`src/rtl/wraster_pkg.sv`:
```
package wraster_pkg;

    localparam int GRP_PIX = 8;

    typedef logic [7:0] tval_t;

    typedef struct packed {
        tval_t [GRP_PIX-1:0]  trace;
        logic  [GRP_PIX-1:0]  ovl;
    } grp_t;

    typedef enum logic [1:0] {
        DOT_SINGLE0 = 2'd0,
        DOT_SINGLE  = 2'd1,
        DOT_DOUBLE  = 2'd2,
        DOT_TRIPLE  = 2'd3
    } dot_e;

    // Level 0 is the bottom row. Span covers the sample (or the joined
    // range) extended down by one for triple dots and up by one for
    // double and triple dots.
    function automatic logic trace_hit(
        input logic [8:0] level,
        input tval_t      cur,
        input tval_t      prv,
        input dot_e       size,
        input logic       join_on
    );
        logic [8:0] lo, hi, up, dn;
        lo = (join_on && (prv < cur)) ? {1'b0, prv} : {1'b0, cur};
        hi = (join_on && (prv > cur)) ? {1'b0, prv} : {1'b0, cur};
        up = (size == DOT_DOUBLE || size == DOT_TRIPLE) ? 9'd1 : 9'd0;
        dn = (size == DOT_TRIPLE) ? 9'd1 : 9'd0;
        return ((level + dn) >= lo) && (level <= (hi + up));
    endfunction

endpackage

```
`src/rtl/wraster_scan.sv`:
```
module wraster_scan
    import wraster_pkg::*;
#(
    parameter int COLS      = 240,
    parameter int ROWS      = 240,
    parameter int PIX_CLKS  = 2,
    parameter int LINE_CLKS = 16,
    localparam int CW = $clog2(COLS),
    localparam int RW = $clog2(ROWS)
) (
    input  logic          clk,
    input  logic          rst,
    output logic          line_sync,
    output logic          frame_sync,
    output logic          pix_valid,
    output logic          pix_end,
    output logic [CW-1:0] col,
    output logic [RW-1:0] row
);
    localparam int SW = $clog2(PIX_CLKS);
    localparam int LW = $clog2(LINE_CLKS);

    logic          in_sync;
    logic [LW-1:0] cnt;
    logic [SW-1:0] sub;

    always_ff @(posedge clk) begin
        if (rst) begin
            in_sync <= 1'b1;
            cnt     <= '0;
            sub     <= '0;
            col     <= '0;
            row     <= '0;
        end else if (in_sync) begin
            if (cnt == LW'(LINE_CLKS - 1)) begin
                in_sync <= 1'b0;
                cnt     <= '0;
            end else begin
                cnt <= cnt + 1'b1;
            end
        end else if (sub == SW'(PIX_CLKS - 1)) begin
            sub <= '0;
            if (col == CW'(COLS - 1)) begin
                col     <= '0;
                in_sync <= 1'b1;
                row     <= (row == RW'(ROWS - 1)) ? '0 : row + 1'b1;
            end else begin
                col <= col + 1'b1;
            end
        end else begin
            sub <= sub + 1'b1;
        end
    end

    assign line_sync  = in_sync;
    assign frame_sync = (row == '0);
    assign pix_valid  = !in_sync && (sub == '0);
    assign pix_end    = !in_sync && (sub == SW'(PIX_CLKS - 1));

    // Checker state: number of consecutive cycles with line_sync high.
    logic [LW:0] sync_run;
    always_ff @(posedge clk) begin
        if (rst)          sync_run <= '0;
        else if (in_sync) sync_run <= sync_run + 1'b1;
        else              sync_run <= '0;
    end

    a_r1_sync_length: assert property (@(posedge clk) disable iff (rst)
        $fell(line_sync) |-> (sync_run == (LW+1)'(LINE_CLKS)));

    a_r3_pixel_follows_sync: assert property (@(posedge clk) disable iff (rst)
        $fell(line_sync) |-> pix_valid);

    a_r2_frame_with_line: assert property (@(posedge clk) disable iff (rst)
        $rose(frame_sync) |-> line_sync);

endmodule

```
`src/rtl/wraster_fetch.sv`:
```
module wraster_fetch
    import wraster_pkg::*;
#(
    parameter int COLS = 240,
    parameter int ROWS = 240,
    parameter int AW   = 16
) (
    input  logic          clk,
    input  logic          rst,
    output logic          mem_req,
    output logic [AW-1:0] mem_addr,
    input  logic          mem_gnt,
    input  logic [7:0]    mem_rdata,
    input  logic          release_i,
    output grp_t          cur_grp,
    output logic          cur_full
);
    localparam int GROUPS     = COLS / GRP_PIX;
    localparam int GW         = (GROUPS > 1) ? $clog2(GROUPS) : 1;
    localparam int RW         = $clog2(ROWS);
    localparam int TRACE_BASE = ROWS * GROUPS;
    localparam int IW         = 4;
    localparam logic [IW-1:0] IDX_DONE = IW'(GRP_PIX + 1);
    localparam logic [IW-1:0] IDX_LAST = IW'(GRP_PIX);

    grp_t          bufs [2];
    logic [1:0]    full;
    logic          fill_sel, cons_sel;
    logic [IW-1:0] f_idx, rd_idx;
    logic          rd_pend;
    logic [RW-1:0] f_row;
    logic [GW-1:0] f_grp;
    logic [AW-1:0] ovl_addr, trc_addr;
    logic [2:0]    lane_w;

    assign mem_req = !full[fill_sel] && (f_idx != IDX_DONE);

    always_comb begin
        ovl_addr = AW'(f_row) * AW'(GROUPS) + AW'(f_grp);
        trc_addr = AW'(TRACE_BASE) + (AW'(f_grp) << 3) + AW'(f_idx - 4'd1);
        mem_addr = (f_idx == '0) ? ovl_addr : trc_addr;
    end

    assign lane_w = 3'(rd_idx - 4'd1);

    always_ff @(posedge clk) begin
        if (rst) begin
            bufs[0]  <= '0;
            bufs[1]  <= '0;
            full     <= '0;
            fill_sel <= 1'b0;
            cons_sel <= 1'b0;
            f_idx    <= '0;
            rd_idx   <= '0;
            rd_pend  <= 1'b0;
            f_row    <= '0;
            f_grp    <= '0;
        end else begin
            if (mem_req && mem_gnt) begin
                f_idx   <= f_idx + 1'b1;
                rd_pend <= 1'b1;
                rd_idx  <= f_idx;
            end else begin
                rd_pend <= 1'b0;
            end

            if (rd_pend) begin
                if (rd_idx == '0) bufs[fill_sel].ovl <= mem_rdata;
                else              bufs[fill_sel].trace[lane_w] <= mem_rdata;
                if (rd_idx == IDX_LAST) begin
                    full[fill_sel] <= 1'b1;
                    fill_sel       <= ~fill_sel;
                    f_idx          <= '0;
                    if (f_grp == GW'(GROUPS - 1)) begin
                        f_grp <= '0;
                        f_row <= (f_row == RW'(ROWS - 1)) ? '0 : f_row + 1'b1;
                    end else begin
                        f_grp <= f_grp + 1'b1;
                    end
                end
            end

            if (release_i) begin
                full[cons_sel] <= 1'b0;
                cons_sel       <= ~cons_sel;
            end
        end
    end

    assign cur_grp  = bufs[cons_sel];
    assign cur_full = full[cons_sel];

    a_r8_hold_request: assert property (@(posedge clk) disable iff (rst)
        (mem_req && !mem_gnt) |=> (mem_req && $stable(mem_addr)));

endmodule

```
`src/rtl/wraster_pixel.sv`:
```
module wraster_pixel
    import wraster_pkg::*;
#(
    parameter int ROWS = 240,
    localparam int RW = $clog2(ROWS)
) (
    input  logic          clk,
    input  logic          rst,
    input  grp_t          grp,
    input  logic [2:0]    lane,
    input  logic          col_zero,
    input  logic [RW-1:0] row,
    input  logic          pix_valid,
    input  logic          pix_end,
    input  logic [1:0]    dot_size,
    input  logic          join_en,
    output logic          pix_on
);
    tval_t      prev_val;
    tval_t      cur_val;
    tval_t      nb_val;
    logic [8:0] level;
    logic       hit;

    assign cur_val = grp.trace[lane];
    assign nb_val  = col_zero ? cur_val : prev_val;
    assign level   = 9'(ROWS - 1) - 9'(row);
    assign hit     = trace_hit(level, cur_val, nb_val, dot_e'(dot_size), join_en);
    assign pix_on  = pix_valid && (grp.ovl[lane] || hit);

    always_ff @(posedge clk) begin
        if (rst)          prev_val <= '0;
        else if (pix_end) prev_val <= cur_val;
    end

endmodule

```
`src/rtl/wave_raster.sv`:
```
module wave_raster
    import wraster_pkg::*;
#(
    parameter int COLS      = 240,
    parameter int ROWS      = 240,
    parameter int PIX_CLKS  = 2,
    parameter int LINE_CLKS = 16,
    parameter int AW        = 16
) (
    input  logic          clk,
    input  logic          rst,
    input  logic [1:0]    dot_size,
    input  logic          join_en,
    output logic          mem_req,
    output logic [AW-1:0] mem_addr,
    input  logic          mem_gnt,
    input  logic [7:0]    mem_rdata,
    output logic          line_sync,
    output logic          frame_sync,
    output logic          pix_valid,
    output logic          pix_on
);
    localparam int CW = $clog2(COLS);
    localparam int RW = $clog2(ROWS);

    logic          pix_end;
    logic [CW-1:0] col;
    logic [RW-1:0] row;
    logic          grp_done;
    grp_t          cur_grp;
    logic          cur_full;

    assign grp_done = pix_end && (col[2:0] == 3'd7);

    wraster_scan #(
        .COLS(COLS), .ROWS(ROWS), .PIX_CLKS(PIX_CLKS), .LINE_CLKS(LINE_CLKS)
    ) u_scan (
        .clk(clk), .rst(rst),
        .line_sync(line_sync), .frame_sync(frame_sync),
        .pix_valid(pix_valid), .pix_end(pix_end),
        .col(col), .row(row)
    );

    wraster_fetch #(
        .COLS(COLS), .ROWS(ROWS), .AW(AW)
    ) u_fetch (
        .clk(clk), .rst(rst),
        .mem_req(mem_req), .mem_addr(mem_addr),
        .mem_gnt(mem_gnt), .mem_rdata(mem_rdata),
        .release_i(grp_done),
        .cur_grp(cur_grp), .cur_full(cur_full)
    );

    wraster_pixel #(
        .ROWS(ROWS)
    ) u_pixel (
        .clk(clk), .rst(rst),
        .grp(cur_grp), .lane(col[2:0]), .col_zero(col == '0),
        .row(row), .pix_valid(pix_valid), .pix_end(pix_end),
        .dot_size(dot_size), .join_en(join_en),
        .pix_on(pix_on)
    );

    a_r9_no_underrun: assert property (@(posedge clk) disable iff (rst)
        pix_valid |-> cur_full);

    a_r4_overlay_lights: assert property (@(posedge clk) disable iff (rst)
        (pix_valid && cur_grp.ovl[col[2:0]]) |-> pix_on);

endmodule

```
`config.mk`:
```
export PLATFORM = sky130hd
export DESIGN_NAME = wave_raster
export DESIGN_NICKNAME = d
export VERILOG_FILES = /design/src/rtl/wraster_pkg.sv /design/src/rtl/wraster_scan.sv /design/src/rtl/wraster_fetch.sv /design/src/rtl/wraster_pixel.sv /design/src/rtl/wave_raster.sv
export SDC_FILE = /design/constraint.sdc
export NUM_CORES = 1
export LEC_CHECK = 0
export ABC_AREA = 1
export BUFFER_PORTS_ARGS = -buffer_cell sky130_fd_sc_hd__buf_2
export CORE_ASPECT_RATIO = 1.25
export CORE_MARGIN = 4
export CORE_UTILIZATION = 60
export CTS_CLUSTER_SIZE = 16
export DETAILED_ROUTE_END_ITERATION = 12
export HOLD_SLACK_MARGIN = 0.05
export PLACE_DENSITY = 0.87
export SLEW_MARGIN = 30
export SYNTH_ARGS = -nofsm -noshare
export SYNTH_HDL_FRONTEND = slang
export SYNTH_SLANG_ARGS = --single-unit
```
`constraint.sdc`:
```
create_clock -name clk -period 16 [get_ports clk]
set_input_delay 2.4 -clock clk [delete_from_list [all_inputs] [get_ports clk]]
set_output_delay 2.4 -clock clk [all_outputs]
set_load 0.02 [all_outputs]
```
Word-level counts from Yosys, hierarchy flattened

Memory sizes are Yosys's and may differ from the RTL's. A register that Yosys moved wholly into a read port is not among the register bits.
Cells that the tools add are included.

Register bits: 56
Latch bits: 0
Memory bits (writable): 144
Memory bits (read-only): 0
Input port bits: 14
Output and inout port bits: 21
Logic and storage cells: 135
Memories: 1

Add/sub/neg operators: 15
Multipliers: 1
Divide/modulo/power cells: 0
Magnitude comparators: 11
Equal/unequal tests: 10
Shift operators: 0
Mux-type cells: 51
Bitwise gates (word level): 7
Reduce and logical (&&, ||, !) cells: 25

Memories:

| name         | depth | bits a word | read ports | clocked after Yosys merged registers in | write ports | RTL line            | text |
|---|---|---|---|---|---|---|---|
| u_fetch.bufs | 2     | 72          | 1          | 1                                       | 2           | wraster_fetch.sv:26 | `grp_t bufs [2];` |

Operator list:

| cell                                              | count |
|---|---|
| two-way mux 72 bit                                | 1 |
| OR reduction 72 bit                               | 1 |
| two-way mux 65 bit                                | 1 |
| two-way mux 64 bit                                | 1 |
| two-way mux 8 bit                                 | 8 |
| two-way mux 1 bit                                 | 25 |
| adder 8 x 1 -> 8 bit, second input constant       | 3 |
| binary-select mux 8 bit (select 3 bit)            | 1 |
| demux 8 bit (select 3 bit)                        | 1 |
| equality test 8 bit, second input constant        | 3 |
| adder 9 bit                                       | 2 |
| adder 16 bit                                      | 1 |
| zero test 8 bit                                   | 2 |
| two-way mux 16 bit                                | 1 |
| two-way mux 4 bit                                 | 4 |
| adder 13 x 5 -> 14 bit                            | 1 |
| adder 13 x 8 -> 14 bit, first input constant      | 1 |
| logical AND 1 bit                                 | 12 |
| multiplier 8 x 4 -> 12 bit, second input constant | 1 |
| greater-or-equal comparator 9 bit                 | 1 |
| less-or-equal comparator 9 bit                    | 1 |
| subtractor 8 x 8 -> 9 bit, first input constant   | 1 |
| adder 4 x 1 -> 4 bit, second input constant       | 2 |
| equality test 4 bit, second input constant        | 2 |
| other kinds (27)                                  | 43 |

Longest topological paths before layout

Depth in word-level cells: 11
Mapped depth: 35
Depth with buffers taken out: 33

By module

From an unflattened synthesis, not the netlist that was laid out.

Cells, all modules: 1447
Area, all modules: 12495.7 um^2

By module, submodules not included:

| module        | instances | cells each | area each (um^2) | sequential area each (um^2) |
|---|---|---|---|---|
| wraster_fetch | 1         | 847        | 8851.0           | 4864.7 |
| wraster_pixel | 1         | 426        | 2421.1           | 160.2 |
| wraster_scan  | 1         | 164        | 1183.6           | 440.4 |
| wave_raster   | 1         | 10         | 40.0             | 0.0 |

Worst setup path after synthesis

Ideal clock, no wire load.

Path type: in2out
From: input join_en
To: output pix_on
Arrival time: 4.837 ns
Data required time: 13.600 ns
Slack: 8.763 ns
Stages on the path: 19
Path buffers: 0
Cells stage by stage: nand2_1 -> a21oi_2 -> inv_2 -> o21ai_0 -> ha_1 -> ha_1 -> nand3_1 -> nor2_2 -> nand2_1 -> nand2_1 -> nand2_1 -> ha_1 -> nand2_1 -> nor2_1 -> nand2_1 -> o211ai_1 -> o32ai_1 -> nand2_1 -> a31oi_1

Word-level cells in the longest chain between the ends: 7
Elaborated cells between the ends (all ways): 10
Classes of those cells: add/sub: 1; order compare: 2; mux: 2; reduce/logical: 5

Ends and longest elaborated chain:

| what                           | RTL line            | text |
|---|---|---|
| start, declared                | wave_raster.sv:13   | `input logic join_en,` |
| logical AND 1 bit              | wraster_pkg.sv:31   | `hi = (join_on && (prv > cur)) ? {1'b0, prv} : {1'b0, cur};` |
| two-way mux 8 bit              | wraster_pkg.sv:31   |  |
| adder 9 bit                    | wraster_pkg.sv:34   | `return ((level + dn) >= lo) && (level <= (hi + up));` |
| less-or-equal comparator 9 bit | wraster_pkg.sv:34   |  |
| logical AND 1 bit *            | wraster_pkg.sv:34   |  |
| logical OR 1 bit *             | wraster_pixel.sv:29 | `assign pix_on = pix_valid && (grp.ovl[lane] \|\| hit);` |
| logical AND 1 bit *            | wraster_pixel.sv:29 |  |
| end, declared                  | wave_raster.sv:21   | `output logic pix_on` |

Every way passes the cells marked *; elsewhere a longest branch is shown, timed or not.

==> impl_metrics.json <==
{
  "first_pass_iters": 6,
  "fin_crit_sh_pct": 57.8,
  "setup_tns_ps": 0,
  "synthToLayoutAreaGrowth_pct": 7.59,
  "synth.cell_area_um2": 12000,
  "grt_pass1_vias": 9757,
  "worst_slack_ps": 6760,
  "grt_max_degree": 80,
  "vias": 10037,
  "h-tree-depth": 1,
  "power.leakage_nw": 5.67,
  "ant_nets": 0,
  "cts.path.max_buffers": 3,
  "worst_pin_slew_ps": 899,
  "core_area_um2": 19600,
  "synthArstFlopShare_pct": 0,
  "grt_overflow": 0,
  "synth_top_flop_cell": "edfxtp_1",
  "clkSinkCount": 201,
  "ys.warnings.count": 0,
  "crit_path_start_kind": "register",
  "status": "complete, no violations",
  "place_area_um2": 12300,
  "antenna_found_initial": 0,
  "finClkSkew_ps": 12.4,
  "wl_per_cell_um": 16.3,
  "dieArea_um2": 22400,
  "slowest_stage": "clkinv_2",
  "io_pins": 35,
  "synth_top_family_by_area": "simple AND/OR/NAND/NOR gates",
  "diodes": 0,
  "nNetsFinal": 1578,
  "cts_buffers": 20,
  "postCtsResizedCells": 0,
  "synth_simple_gate_area_share_pct": 24.9,
  "drive_gt1_share_pct": 6.14,
  "postCtsHoldBufs": 0,
  "track_usage_pct": 25.2,
  "ys_seq_elements": 201,
  "dieHeight_um": 166,
  "yosysMostFrequentCell": "nand2_1",
  "gp_congestion": 0.929,
  "total_power_mw": 1.14,
  "synthAdderAreaFrac_pct": 10.8,
  "synth-seq-area-share_pct": 45.4,
  "synth_area_leaders": "edfxtp_1, dfxtp_1, nand2_1, ha_1, nor2_1",
  "dp_hpwl_um": 19600,
  "slew_viol_final": 0,
  "power_density_nw_per_um2": 88.3,
  "fmax_ghz": 0.108,
  "ir_drop_mv": 0.0823,
  "finalSetupViolCount": 0,
  "rsz0062_at_grt": "false",
  "viasPerCell": 5.74,
  "clkSlewWorstSetupHoldPaths_ps": 60,
  "synth_edf_count": 144,
  "synth-compound-area-share_pct": 8.64,
  "port_buffers": 32,
  "hold_viol_final": 0,
  "place_ws_ps": 7800,
  "post_cts_buffers": 0,
  "grt_pass1_wl_um": 46600,
  "syn_avg_cell_area_um2": 8.25,
  "wl_um": 28500,
  "cpPeakStageDelay_ps": 930,
  "synth.top_cells.by_count": "nand2_1, nor2_1, inv_1",
  "clock_latency_ps": 490,
  "yosys.area_share.xor_xnor_pct": 2.25,
  "finalCriticalPeriod_ps": 9240,
  "path_class": "register to output port",
  "maxSlewHeadroom_pct": 40.0,
  "synth_cell_types": 47,
  "synth_area_leader_cell": "edfxtp_1",
  "netlist_instances": 1460,
  "worst_ep_required_time_ps": 13600,
  "die_w_um": 135,
  "fin_area_um2": 13000,
  "critical_path.endpoint_type": "output port",
  "start_util_pct": 61.4,
  "placement_rows": 57,
  "whs_ps": 485,
  "drtIter0Drc": 901,
  "synth_mux_area_share_pct": 0,
  "cap_violations": 0,
  "path_max_fanout": 79,
  "hold_start": "u_pixel.prev_val[3]",
  "yosysTopAreaCellShare_pct": 35.9,
  "hp-class": "register to register",
  "root_buffer": "clkbuf_16",
  "cts_tree": "yes",
  "drc": 0,
  "cp.arrival_ps": 6840
}
==> report_power, final <==
part	switching, mW	internal (mW)	total, mW	leakage [nW]
logic	0.0713	0.0292	0.101	3.39
clock network	0.190	0.276	0.466	0.321
registers	0.00615	0.572	0.578	1.95
total	0.267	0.877	1.14	5.67
==> critical path, delay by kind of cell, from the launching register on <==
family	cells	cell delay, ps
AO/OA/AOI/OAI	12	2270
buffers and inverters	4	1880
adder cells (fa/ha/maj)	4	1000
AND/OR/NAND/NOR	7	850
flip-flops	1	320
==> cell families (layout without fill, tap and decap cells) <==
kind of cell / count (synthesis) / count (layout)
DFF: 201 / 201
xor gates and xnor gates: 31 / 31
AOI/OAI and AO/OA: 184 / 184
adders and majority gates: 95 / 95
buffers and inverters: 229 / 251
other: 1 / 2
and+or+nand+nor: 719 / 719
==> cell type report <==
| type | instances | area [um2] |
|---|---|---|
| Sequential cell | 201 | 5470 |
| Clock buffer | 29 | 597 |
| Fill cell | 1485 | 6650 |
| Timing Repair Buffer | 38 | 205 |
| Tap cell | 265 | 332 |
| Multi-Input combinational cell | 1031 | 5630 |
| Clock inverter | 7 | 66.3 |
| Inverter | 177 | 668 |
==> path summary, 6_finish.rpt <==
check | depth (start not counted) | end | slack (ps)
setup / recovery | 27 | pix_on | 6760
hold / removal | 2 | u_pixel.prev_val[3] | 490
setup reg to reg | 8 | u_pixel.prev_val[0] | 12830
hold reg to reg | 2 | u_pixel.prev_val[3] | 490
==> through the flow <==
step,util (%),std cells
final,66.1,1748
after CTS,66.1,1748
after global placement,62.7,1712
after global routing,66.1,1748
after floorplan,-,1461
after detailed placement,62.7,1712
==> layer usage <==
layer | global-route usage (%) | vias to the layer above | share of wire (%)
li1 | - | 4839 | -
met3 | 3.05 | 88 | 7.0
met4 | 10.1 | 0 | 3.9
met5 | 0 | - | 0
met1 | 30.7 | 4663 | 38
met2 | 45.0 | 447 | 51
==> cell usage in the layout, fill, tap and decap left out, drive strengths merged, types with 2 or more instances in the layout <==
cell      instances
nor2            262
a211oi            4
nand2           286
clkbuf           29
o31ai             2
inv             166
nor4              2
ha               80
a221oi            4
a31oi             3
xnor2             7
nor3b             6
o22ai             9
o21ai            84
fa               15
clkinv           15
xor2             24
and2              5
o21bai            4
o211ai           12
o221ai            4
edfxtp          144
nand3           130
nand4            12
nor3             14
clkinvlp          2
a21oi            54
dfxtp            57
buf              38
conb              2
==> sequential cells by signal, indices dropped and copies added, names as in the netlist, named ones only <==
name and count:
u_fetch.bufs 144, u_fetch.f_row 8, u_pixel.prev_val 8, u_scan.col 8, u_scan.row 8, u_fetch.f_grp 5, u_fetch.f_idx 4, u_fetch.rd_idx 4
u_scan.cnt 4, u_fetch.full 2, u_fetch.cons_sel 1, u_fetch.fill_sel 1, u_fetch.rd_pend 1, u_scan.line_sync 1, u_scan.sub 1
(Power assumes the default switching activity.)
